## src/rtl/rcf_pkg.sv

```systemverilog
package rcf_pkg;
    localparam int DEF_LANES = 6;
    localparam int DEF_KEY_W = 8;
    localparam int DEF_OFF_W = 16;
    localparam int DEF_PTR_W = 8;
    localparam int DEF_CNT_W = 24;

    function automatic int num_width(input int lanes);
        return $clog2(lanes + 1);
    endfunction
endpackage

```

## src/rtl/rcf_lane_cmp.sv

```systemverilog
module rcf_lane_cmp #(
    parameter int LANES = 6,
    parameter int KEY_W = 8
) (
    input  logic [LANES*KEY_W-1:0] keys,
    input  logic [KEY_W-1:0]       lo,
    input  logic [KEY_W-1:0]       hi,
    output logic [LANES-1:0]       hit
);
    for (genvar g = 0; g < LANES; g++) begin : g_lane
        logic [KEY_W-1:0] k;
        assign k      = keys[g*KEY_W +: KEY_W];
        assign hit[g] = (k >= lo) && (k <= hi);
    end
endmodule

```

## src/rtl/rcf_compact.sv

```systemverilog
module rcf_compact #(
    parameter int LANES = 6,
    parameter int OFF_W = 16,
    parameter int NUM_W = 3
) (
    input  logic [LANES-1:0]       hit,
    input  logic [LANES*OFF_W-1:0] offs,
    output logic [LANES*OFF_W-1:0] packed_offs,
    output logic [NUM_W-1:0]       num
);
    // pos[i] = number of hits in lanes below i (exclusive prefix sum)
    logic [NUM_W-1:0] pos [LANES+1];

    assign pos[0] = '0;
    for (genvar g = 0; g < LANES; g++) begin : g_pfx
        assign pos[g+1] = pos[g] + {{(NUM_W-1){1'b0}}, hit[g]};
    end
    assign num = pos[LANES];

    for (genvar s = 0; s < LANES; s++) begin : g_slot
        logic [LANES-1:0] sel;
        logic [OFF_W-1:0] val;
        always_comb begin
            val = '0;
            for (int i = 0; i < LANES; i++) begin
                sel[i] = hit[i] && (pos[i] == NUM_W'(s));
                if (sel[i]) val = val | offs[i*OFF_W +: OFF_W];
            end
            AST_SLOT_ONE_SRC: assert ($onehot0(sel));
        end
        assign packed_offs[s*OFF_W +: OFF_W] = val;
    end

    always_comb begin
        AST_COUNT_MATCH: assert (num == NUM_W'($countones(hit)));
    end
endmodule

```

## src/rtl/range_compact_filter.sv

```systemverilog
module range_compact_filter
    import rcf_pkg::*;
#(
    parameter int LANES = DEF_LANES,
    parameter int KEY_W = DEF_KEY_W,
    parameter int OFF_W = DEF_OFF_W,
    parameter int PTR_W = DEF_PTR_W,
    parameter int CNT_W = DEF_CNT_W,
    localparam int NUM_W = num_width(LANES)
) (
    input  logic                   clk,
    input  logic                   rst,
    input  logic                   clr,
    input  logic [KEY_W-1:0]       lo_bound,
    input  logic [KEY_W-1:0]       hi_bound,
    input  logic                   in_valid,
    output logic                   in_ready,
    input  logic [LANES*KEY_W-1:0] in_keys,
    input  logic [LANES*OFF_W-1:0] in_offs,
    output logic                   out_valid,
    input  logic                   out_ready,
    output logic [LANES*OFF_W-1:0] out_offs,
    output logic [NUM_W-1:0]       out_num,
    output logic [PTR_W-1:0]       out_wptr,
    output logic [CNT_W-1:0]       match_total
);
    typedef struct packed {
        logic                   vld;
        logic [LANES*OFF_W-1:0] offs;
        logic [NUM_W-1:0]       num;
        logic [PTR_W-1:0]       base;
        logic [PTR_W-1:0]       wptr;
        logic [CNT_W-1:0]       total;
    } state_t;

    state_t st_d, st_q;

    logic [LANES-1:0]       hit;
    logic [LANES*OFF_W-1:0] packed_offs;
    logic [NUM_W-1:0]       hit_num;
    logic                   accept;

    rcf_lane_cmp #(.LANES(LANES), .KEY_W(KEY_W)) u_cmp (
        .keys (in_keys),
        .lo   (lo_bound),
        .hi   (hi_bound),
        .hit  (hit)
    );

    rcf_compact #(.LANES(LANES), .OFF_W(OFF_W), .NUM_W(NUM_W)) u_pack (
        .hit         (hit),
        .offs        (in_offs),
        .packed_offs (packed_offs),
        .num         (hit_num)
    );

    assign in_ready = !clr && (!st_q.vld || out_ready);
    assign accept   = in_valid && in_ready;

    always_comb begin
        st_d = st_q;
        if (st_q.vld && out_ready) st_d.vld = 1'b0;
        if (accept) begin
            if (hit_num != '0) begin
                st_d.vld  = 1'b1;
                st_d.offs = packed_offs;
                st_d.num  = hit_num;
                st_d.base = st_q.wptr;
            end
            st_d.wptr  = st_q.wptr + PTR_W'(hit_num);
            st_d.total = st_q.total + CNT_W'(hit_num);
        end
        if (clr) begin
            st_d.vld   = 1'b0;
            st_d.wptr  = '0;
            st_d.total = '0;
        end
    end

    always_ff @(posedge clk) begin
        if (rst) st_q <= '0;
        else     st_q <= st_d;
    end

    assign out_valid   = st_q.vld;
    assign out_offs    = st_q.offs;
    assign out_num     = st_q.num;
    assign out_wptr    = st_q.base;
    assign match_total = st_q.total;

    AST_NO_EMPTY_BEAT: assert property (@(posedge clk) disable iff (rst)
        out_valid |-> (out_num != '0) && (out_num <= NUM_W'(LANES)));
    AST_STALL_BLOCKS: assert property (@(posedge clk) disable iff (rst)
        (out_valid && !out_ready) |-> !in_ready);
    AST_HOLD_BEAT: assert property (@(posedge clk) disable iff (rst)
        (out_valid && !out_ready && !clr) |=>
            out_valid && $stable(out_offs) && $stable(out_num) && $stable(out_wptr));
    AST_TOTAL_STEP: assert property (@(posedge clk) disable iff (rst)
        (in_valid && in_ready) |=>
            match_total == $past(match_total) + (out_valid ? CNT_W'(out_num) : '0));
    AST_CLEAR_ZERO: assert property (@(posedge clk) disable iff (rst)
        clr |=> (match_total == '0) && !out_valid);
    AST_CLEAR_NO_TAKE: assert property (@(posedge clk) disable iff (rst)
        clr |-> !in_ready);
endmodule

```

## config.mk

```make
export PLATFORM = sky130hd
export DESIGN_NAME = range_compact_filter
export DESIGN_NICKNAME = d
export VERILOG_FILES = /design/src/rtl/rcf_pkg.sv /design/src/rtl/rcf_lane_cmp.sv /design/src/rtl/rcf_compact.sv /design/src/rtl/range_compact_filter.sv
export SDC_FILE = /design/constraint.sdc
export NUM_CORES = 1
export LEC_CHECK = 0
export BUFFER_PORTS_ARGS = -buffer_cell sky130_fd_sc_hd__buf_2
export CAP_MARGIN = 30
export CORE_MARGIN = 5
export CORE_UTILIZATION = 49
export DETAILED_ROUTE_END_ITERATION = 6
export PLACE_DENSITY_LB_ADDON = 0.05
export SYNTH_ARGS = -nofsm -noshare
export SYNTH_HDL_FRONTEND = slang
export SYNTH_SLANG_ARGS = --single-unit
export TNS_END_PERCENT = 30
```

## constraint.sdc

```tcl
create_clock -name clk -period 6.35 [get_ports clk]
set_input_delay 0.635 -clock clk [delete_from_list [all_inputs] [get_ports clk]]
set_output_delay 0.635 -clock clk [all_outputs]
set_load 0.02 [all_outputs]
```

==> results of run 1 <==
[worst max path at each step]
stage | startpoint | endpoint | slack, ns | cells after the start
after global routing | lo_bound[0] | match_total[14] | 0.28 | 20
after floorplan | in_keys[0] | match_total[14] | 0.31 | 21
final | lo_bound[0] | match_total[14] | 0.69 | 20
after CTS | lo_bound[0] | match_total[14] | 0.72 | 20
after detailed placement | lo_bound[0] | match_total[14] | 0.26 | 20
after global placement | lo_bound[0] | match_total[14] | 0.29 | 20
[flip-flops by register name, summed over array words and instances (netlist names)]
register and cells:
out_offs 96, out_wptr 8, out_num 3, out_valid 1
st_q 8, match_total 24
[area by class of cell]
| class | count | share of cell area (%) |
|---|---|---|
| clock buffer | 17 | 3.28 |
| sequential | 140 | 21.6 |
| multi-input combinational | 957 | 55.3 |
| tap | 313 | 3.02 |
| timing repair buffer | 343 | 14.5 |
| inverter | 29 | 0.840 |
| clock inverter | 15 | 1.50 |
[worst register-to-register path, delay by kind of cell (launching register included)]
family | cells | cell delay [ns]
simple gates | 3 | 0.96
flops | 1 | 0.32
buf+inv | 2 | 0.51
compound gates | 2 | 0.73
[cell usage after synthesis, types with 6 or more instances]
cell type / number / share of area (%)
o21ai_0: 10 / 0.44
a22oi_1: 19 / 1.3
a21o_1: 16 / 1.1
inv_1: 29 / 0.95
dfxtp_1: 140 / 25
nor2b_1: 43 / 2.4
a311oi_1: 31 / 2.4
a221oi_1: 60 / 4.6
buf_4: 133 / 8.8
buf_1: 6 / 0.20
xor2_1: 13 / 1.0
nor4_1: 19 / 1.0
nand3_1: 34 / 1.5
nand2_1: 111 / 3.7
nand2b_1: 10 / 0.55
a21oi_1: 72 / 3.2
nand4_1: 30 / 1.6
ha_1: 112 / 12
xnor2_1: 15 / 1.2
buf_2: 32 / 1.4
a32oi_1: 48 / 3.7
nor4_4: 13 / 2.4
a221oi_2: 20 / 2.6
nor2_1: 142 / 4.7
a211oi_1: 70 / 4.6
clkbuf_1: 49 / 1.6
[power by group]
| group | total [uW] | internal [uW] | switching [uW] |
|---|---|---|---|
| Sequential | 1120 | 1030 | 94.4 |
| Clock | 1030 | 537 | 489 |
| Combinational | 1750 | 608 | 1150 |
[kinds of logic (layout without fill, tap and decap cells)]
logic type      Yosys count  count (layout)
simple gates            435             435
buf+inv                 251             404
fa+ha+maj               116             116
xor+xnor                 28              28
flops                   140             140
compound gates          378             378
[layer usage]
| metal | part of all wire, % | vias to the layer above | wire length, um | global-route usage, % |
|---|---|---|---|---|
| met4 | 3.7 | 0 | 1500 | 12.5 |
| met1 | 42 | 5236 | 16900 | 39.2 |
| met3 | 10 | 107 | 4180 | 6.68 |
| met5 | 0 | - | 0 | 0 |
| li1 | - | 5249 | - | - |
| met2 | 44 | 677 | 18000 | 46.6 |
[per-stage QoR]
step                area, um^2  util [%]  hold WS, ns  total power [uW]
global placement         12300      54.1        0.441              2850
global route             13000      56.9        0.470              4120
finish                   13000      56.9        0.452              3900
detailed placement       12300      54.2        0.447              2870
CTS                      13000      56.9        0.446              3900
floorplan                11400         -        0.437              2450
==> reports/results.ini, run 1 <==
[layout]
regArea_um2=2800
final_common_cell=buf_2
final_cells=1814
diodes=0
layout_common_cells=buf_2, nor2_1, dfxtp_1
num-fill-cells=2137
area_growth_pct=13.8
layout-drive-gt1-share_pct=29.0
nets=1769
multi_input_area_um2=7160

[sta]
timing.setup.tns_ns=0
min_period_ns=5.66
rsz0062_at_grt=false
setup_viol=0
drv_slew=0
finalHoldViolCount=0
fmaxAchievable_mhz=177
tightest_slew_ns=1.05
relSlewSlack_pct=29.7
layout_setup_ws_ns=0.694
clock_skew_ns=0.0162
min_period_over_period_pct=89.1

[setup_path]
slowest_stage=a2111oi_0
timing.critical_path.buf_inv=4
crit_path_end_kind=flop
path_class=in2reg
worst-path-max-fanout=6
worstPathCellList=buf_2, ha_1, nand2b_1, a2111oi_0, o31a_1, nor3_4, fa_1, ha_1, fa_1, ha_1, ha_1, inv_1, fa_1, inv_1, a21oi_1, nor4_1, buf_4, nand4_1, xor2_1, nor2_1
r2r-start=out_valid
cp.required_ns=6.66
cp_data_arrival_time_ns=5.96
worst_path_largest_cell_delay_ns=0.65
critical-path-top-delay-family=adder cells
reg2reg_depth=7
crit_top_cell=ha_1
regToRegSetupSlack_ns=3.73
r2r_end=out_offs[20]
worstSetupStartpointType=input port

[detailed_routing]
drt-initial-drc-count=1249
dr.pass1.iters=7
drc_errors=4
post_drt_wl_per_cell_um=22.3
detail-route-antenna-nets=0
vias=11269
totalWireLength_mm=40.5
via_per_inst=6.21

[clock_tree]
cts_inserted_buffers=17
post-cts-setup-buffers=0
ctsResizeCount=0
cts_sinks=140
clockBufferDepth=2
insertion_delay_ns=0.43
cts_tree=yes
cts_root_buf=clkbuf_16
path_clk_slew_ns=0.08
htree_levels=4
holdBufCountCts=0

[worst_hold_path]
min_to=out_wptr[6]
holdPathStages=2
hold_path_startpoint=out_wptr[6]
hold_path_class=reg2reg

[yosys]
synth-main-ff-cell=dfxtp_1
synthMuxAreaShare_pct=0
synth_fp_nets=1629
syn_area_um2=11400
synth-async-reset-ratio_pct=0
synth_edf_count=0
ys_seq_elements=140
yosys_warnings=0
synth-simple-area-share_pct=20.4
yosysSeqAreaShare_pct=24.6
synth_top_family_by_area=compound AO/OA/AOI/OAI gates
ys_types=63
synth_compound_area_share_pct=26.7
postSynthCellCount=1348
yosys.area_share.xor_xnor_pct=2.15
avgSynthCellArea_um2=8.46
synth_adder_area_share_pct=13.0

[die]
ios=298
initial_utilization_pct=50.0
num_rows=55
die_w_um=163
die_h_um=163
dieArea_um2=26400
coreArea_um2=22800

[power]
ir_worst_vdd_mv=0.154
pwr_density_cell_nw_per_um2=301
p_leak_uw=0.00545

[run]
maxCapViolations=0

[placement]
hpwl_mm=30.3
dp.cells=1782
numPortBuffers=297
gp_congestion=0.893
pre_cts_slack_ns=0.263

[global_route]
first_global_vias=11062
grt_max_degree=66
track_usage_pct=29.6
grt_pass1_wl_mm=62.5
antenna_found_initial=0
grt_overflow=0

[run_status]
status=complete, but fails checks
violations=DRC

(Power assumes the default switching activity.)
==> run 2, diff against run 1 <==
Settings changed: CORE_UTILIZATION 49 to 50, SETUP_SLACK_MARGIN set to 0.1.
Clock period 6.35 ns to 5.45 ns, I/O delays scaled along.
==> reports/results.ini, run 2 (same netlist as run 1, synthesis figures left out) <==
[global_route]
met3_usage_pct=5.03  ; -1.7 points
grtUsageMet2_pct=47.7  ; +1.1 points
grt_pass1_wl_mm=60.4  ; -3.4%
antenna_found_initial=3  ; +3
grt_max_degree=58  ; -12%
busiest_layer=met2
grt_overflow=0  ; unchanged
met1_usage_pct=36.3  ; -2.9 points
first_global_vias=10837  ; -2.0%
track_usage_pct=29.0  ; -0.61 points

[die]
num_rows=55  ; unchanged
coreArea_um2=22600  ; -0.91%
initial_utilization_pct=50.5  ; +0.46 points
dieArea_um2=25900  ; -1.9%
die_w_um=161  ; -0.94%
die_h_um=161  ; -0.94%
ios=298  ; unchanged

[clock_tree]
holdBufCountCts=0  ; unchanged
ctsResizeCount=0  ; unchanged
htree_levels=4  ; unchanged
cts_sinks=140  ; unchanged
post-cts-setup-buffers=0  ; unchanged
cts_root_buf=clkbuf_16
cts_inserted_buffers=17  ; unchanged
cts_tree=yes
path_clk_slew_ns=0.07  ; about the same
insertion_delay_ns=0.43  ; about the same
clockBufferDepth=2  ; unchanged

[layout]
layout-drive-gt1-share_pct=30.0  ; +1.1 points
area_growth_pct=14.7
final_common_cell=buf_2
final_cells=1801  ; -0.72%
nets=1783  ; +0.79%
num-fill-cells=2190  ; +2.5%
largest_reg_flops=96  ; unchanged
layout_common_cells=buf_2, nor2_1, dfxtp_1

[worst_hold_path]
hold_path_class=in2reg

[setup_path]
crit_path_end_kind=flop
crit_end=match_total[19]
regToRegSetupSlack_ns=3.43  ; -0.30 ns
cp_data_arrival_time_ns=5.34  ; -0.62 ns
worstSetupStartpoint=lo_bound[0]
r2r_end=match_total[14]
path_class=in2reg
r2r-start=match_total[0]
reg2reg_depth=10  ; +3
worstSetupStartpointType=input port
worst-path-max-fanout=6  ; unchanged
cp.required_ns=5.75  ; -0.91 ns

[run_status]
status=complete, no violations

[sta]
timing.setup.tns_ns=0  ; unchanged
layout_setup_ws_ns=0.412  ; -0.283 ns
relSlewSlack_pct=29.3  ; -0.42 points
setup_viol=0  ; unchanged
rsz0062_at_grt=false
finalHoldViolCount=0  ; unchanged
tightest_slew_ns=1.06  ; +0.00969 ns
clock_skew_ns=0.0113  ; -0.00488 ns
drv_slew=0  ; unchanged
min_period_ns=5.04
min_period_over_period_pct=92.4
fmaxAchievable_mhz=198

[power]
p_leak_uw=0.00550  ; +0.82%
ir_worst_vdd_mv=0.164  ; +6.1%
pwr_density_cell_nw_per_um2=351  ; +16%

[detailed_routing]
detail-route-antenna-nets=0  ; unchanged
drt-initial-drc-count=907  ; -27%
dr.pass1.iters=7  ; unchanged
vias=11259  ; -0.089%
drc_errors=0  ; -4
post_drt_wl_per_cell_um=21.9  ; -2.2%
via_per_inst=6.25  ; +0.63%
totalWireLength_mm=39.4  ; -2.9%

[run]
maxCapViolations=0  ; unchanged

[placement]
hpwl_mm=29.5  ; -2.6%
gp_congestion=0.929  ; +4.1%
dp.cells=1767  ; -0.84%
pre_cts_slack_ns=0.0113  ; -0.252 ns
numPortBuffers=297  ; unchanged

## run 2: cell types whose count changed in the layout (fill, tap and decap cells not counted), sizes merged
cell      change
clkinvlp      +3
inv           +2
diode         +1
buf          +14
clkbuf        +1
clkinv        -7
bufinv        +1
## run 2: area by class of cell
cell class              count  area [um^2]  area share (%)
multi-input cells         957         7200            55.1
flip-flops and latches    140         2800            21.4
repair buffers            357         2020            15.4
clock buffers              18          429            3.28
well taps                 285          357            2.73
clock inverters            14          153            1.17
inverters                  29          109           0.833
diodes                      1         2.50          0.0191
## run 2: worst min path at each step
stage / start / end / cells after the start
floorplan: out_wptr[0] / out_wptr[0] / 2
global placement: out_wptr[2] / out_wptr[2] / 2
detailed placement: out_wptr[2] / out_wptr[2] / 2
CTS: in_offs[11] / out_offs[11] / 3
global route: in_offs[11] / out_offs[11] / 3
finish: in_offs[8] / out_offs[8] / 3
## run 2: metal layers
metal / routed length [um] / vias to the layer above
met5: 33 / -
li1: - / 5274
met4: 2490 / 4
met1: 15600 / 5215
met2: 18200 / 609
met3: 3020 / 157
## run 2: critical path, cell delays in order
cell	delay (ns)
buf_2	0.15
ha_1	0.29
nand2b_1	0.14
a21o_1	0.17
a21o_1	0.17
a21oi_1	0.21
nor2_1	0.11
o221a_2	0.30
fa_1	0.53
ha_2	0.21
fa_2	0.56
ha_4	0.23
ha_4	0.16
xnor2_1	0.27
ha_1	0.33
a21oi_1	0.42
nand2b_1	0.28
nor3_1	0.08
xnor2_1	0.14
nor2_1	0.05
## run 2: per-stage QoR
| step | power (uW) | util, % | cell area (um^2) | hold WS [ns] |
|---|---|---|---|---|
| after global routing | 4840 | 57.9 | 13100 | 0.364 |
| final | 4590 | 57.9 | 13100 | 0.368 |
| after global placement | 3390 | 55.3 | 12500 | 0.444 |
| after CTS | 4580 | 57.9 | 13100 | 0.358 |
| after detailed placement | 3410 | 55.3 | 12500 | 0.448 |
| after floorplan | 2880 | - | 11500 | 0.437 |
## run 2: report_power, final
| group | internal [uW] | switching (uW) |
|---|---|---|
| Combinational | 772 | 1340 |
| Clock | 647 | 517 |
| Sequential | 1200 | 107 |
==> run 3, diff against run 2 <==
--- a/config.mk
+++ b/config.mk
@@ -9,5 +9,5 @@
 export CAP_MARGIN = 30
 export CORE_MARGIN = 5
-export CORE_UTILIZATION = 50
+export CORE_UTILIZATION = 49
 export DETAILED_ROUTE_END_ITERATION = 6
 export PLACE_DENSITY_LB_ADDON = 0.05
==> constraint.sdc (replaced) <==
create_clock -name clk -period 4.35 [get_ports clk]
set_input_delay 0.435 -clock clk [delete_from_list [all_inputs] [get_ports clk]]
set_output_delay 0.435 -clock clk [all_outputs]
set_load 0.05 [all_outputs]
==> reports/results.ini, run 3 (same netlist as run 1, synthesis figures left out) <==
[sta]
layout_setup_ws_ns=-0.116  ; -0.528 ns
fmaxAchievable_mhz=224
min_period_over_period_pct=103
drv_slew=0  ; unchanged
rsz0062_at_grt=true
min_period_ns=4.47
tightest_slew_ns=0.812  ; -0.244 ns
hold_ws_ns=0.267  ; -0.102 ns
setup_viol=69  ; +69
clock_skew_ns=0.0117  ; +0.000435 ns
relSlewSlack_pct=45.9  ; +17 points
finalHoldViolCount=0  ; unchanged

[detailed_routing]
detail-route-antenna-nets=0  ; unchanged
post_drt_wl_per_cell_um=21.8  ; -0.21%
drt-met1-wl_mm=16.1  ; +3.2%
drc_errors=0  ; unchanged
via_per_inst=6.16  ; -1.5%
wl_met3_mm=3.57  ; +18%
dr.pass1.iters=6  ; -1
route.met2.wl_mm=20.4  ; +12%
top_layer=met5
totalWireLength_mm=42.4  ; +7.8%
vias=11974  ; +6.4%
drt-initial-drc-count=1059  ; +17%

[global_route]
grt_max_degree=66  ; +14%
track_usage_pct=30.7  ; +1.7 points
grt_pass1_wl_mm=65.1  ; +7.9%
grt_overflow=0  ; unchanged
antenna_found_initial=8  ; +5
first_global_vias=12032  ; +11%

[power]
finalPower_uw=7040  ; +53%
p_leak_uw=0.00653  ; +19%
pwr_density_cell_nw_per_um2=463  ; +32%
ir_worst_vdd_mv=0.238  ; +46%

[layout]
final_common_cell=buf_2
area_growth_pct=33.4
layout_common_cells=buf_2, dfxtp_1, buf_4
num-fill-cells=1958  ; -11%
final_cells=1945  ; +8.0%
nets=1899  ; +6.5%
layout-drive-gt1-share_pct=43.0  ; +13 points
fin_area_um2=15200  ; +16%
largest_reg_flops=96  ; unchanged

[die]
ios=298  ; unchanged
die_h_um=163  ; +0.95%
dieArea_um2=26400  ; +1.9%
coreArea_um2=22800  ; +0.91%
num_rows=55  ; unchanged
die_w_um=163  ; +0.95%
initial_utilization_pct=50.0  ; -0.46 points

[setup_path]
worst-path-max-fanout=5  ; -1
worstPathCellList=buf_8, buf_6, ha_4, nand2b_4, a2111o_1, a31o_4, o311a_4, fa_2, ha_4, fa_2, ha_4, ha_4, xnor2_4, buf_6, o31ai_4, buf_12, buf_12, buf_6, buf_4, a221oi_2, a311oi_1
crit_top_cell=ha_4
r2r-start=out_valid
worstSetupStartpointType=input port
reg2reg_depth=6  ; -4
cp_data_arrival_time_ns=4.79  ; -0.55 ns
crit_path_end_kind=flop
slowest_stage=fa_2
cp.required_ns=4.68  ; -1.07 ns
path_class=in2reg
worst_path_largest_cell_delay_ns=0.61  ; +0.05 ns
worstSetupStartpoint=lo_bound[0]

[run_status]
status=complete, but fails checks
violations=setup timing

[worst_hold_path]
holdPathStages=3  ; unchanged
hold_path_startpoint=in_offs[13]
hold_path_class=in2reg

[placement]
hpwl_mm=31.7  ; +7.5%
numPortBuffers=297  ; unchanged
place_area_um2=13500  ; +8.3%
dp.cells=1886  ; +6.7%
gp_congestion=0.976  ; +5.0%

[clock_tree]
htree_levels=4  ; unchanged
cts_root_buf=clkbuf_16
cts_sinks=140  ; unchanged
cts_tree=yes
clockBufferDepth=2  ; unchanged
path_clk_slew_ns=0.07  ; about the same
cts_inserted_buffers=17  ; unchanged
insertion_delay_ns=0.43  ; about the same

[run]
maxCapViolations=0  ; unchanged

-- run 3: cell types whose count changed in the layout (fill, tap and decap cells not counted), moves of 7 or more --
cell and change:
buf_4 +82, a221oi_1 -39, a221oi_2 +37, nor2_1 -24, nor2_2 +19, buf_6 +15, ha_1 -13, ha_4 +13
buf_12 +12, a211oi_1 -10, a211oi_2 +9, a21oi_1 -7, inv_1 -7
-- run 3: per-stage QoR --
| stage | TNS, ns | utilization (%) | setup slack [ns] |
|---|---|---|---|
| finish | -3.58 | 66.8 | -0.116 |
| CTS | -0.953 | 64.3 | -0.112 |
| floorplan | -47.77 | - | -0.631 |
| detailed placement | -76.88 | 59.3 | -0.830 |
| global route | -18.27 | 66.8 | -0.264 |
| global placement | -68.77 | 59.3 | -0.778 |
-- run 3: area by class of cell --
class	count	area (um^2)	share of cell area, %
Antenna cell	1	2.50	0.0165
Tap cell	313	392	2.58
Sequential cell	140	2800	18.4
Clock inverter	15	175	1.15
Multi-Input combinational cell	957	8100	53.3
Clock buffer	17	425	2.80
Inverter	29	118	0.773
Timing Repair Buffer	473	3190	21.0
-- run 3: layer usage --
layer	vias to the layer above	global-route usage (%)
li1	5538	-
met1	5589	36.3
met2	658	53.3
met3	175	6.38
met4	14	14.6
met5	-	0
-- run 3: worst max-delay path, delay by kind of cell --
family / cells / cell delay (ns)
and+or+nand+nor: 1 / 0.12
xor gates and xnor gates: 1 / 0.15
buffers and inverters: 7 / 0.88
AOI/OAI and AO/OA: 6 / 1.35
adders and majority gates: 6 / 1.86
-- run 3: path summary, 6_finish.rpt --
path / slack, ns / to
setup / recovery: -0.12 / out_offs[17]
hold / removal: 0.27 / out_offs[13]
setup reg to reg: 2.07 / match_total[23]
hold reg to reg: 0.45 / out_wptr[0]
-- run 3: repair_timing --
action / in CTS / in global routing
endpoints found under the setup margin: 131 / 123
hold buffers: 0 / 0
hold endpoints to repair: 0 / 0
buffers inserted: 8 / 15
cloned: 2 / 1
pin swaps: 64 / 61
gates resized for setup: 76 / 86
-- run 3: power breakdown --
| group | internal (uW) | total (uW) | switching, uW | leakage (uW) |
|---|---|---|---|---|
| registers | 1500 | 1640 | 137 | 0.00114 |
| logic | 1440 | 3860 | 2410 | 0.00509 |
| clock network | 870 | 1540 | 670 | 0.000297 |
| total | 3820 | 7040 | 3220 | 0.00653 |
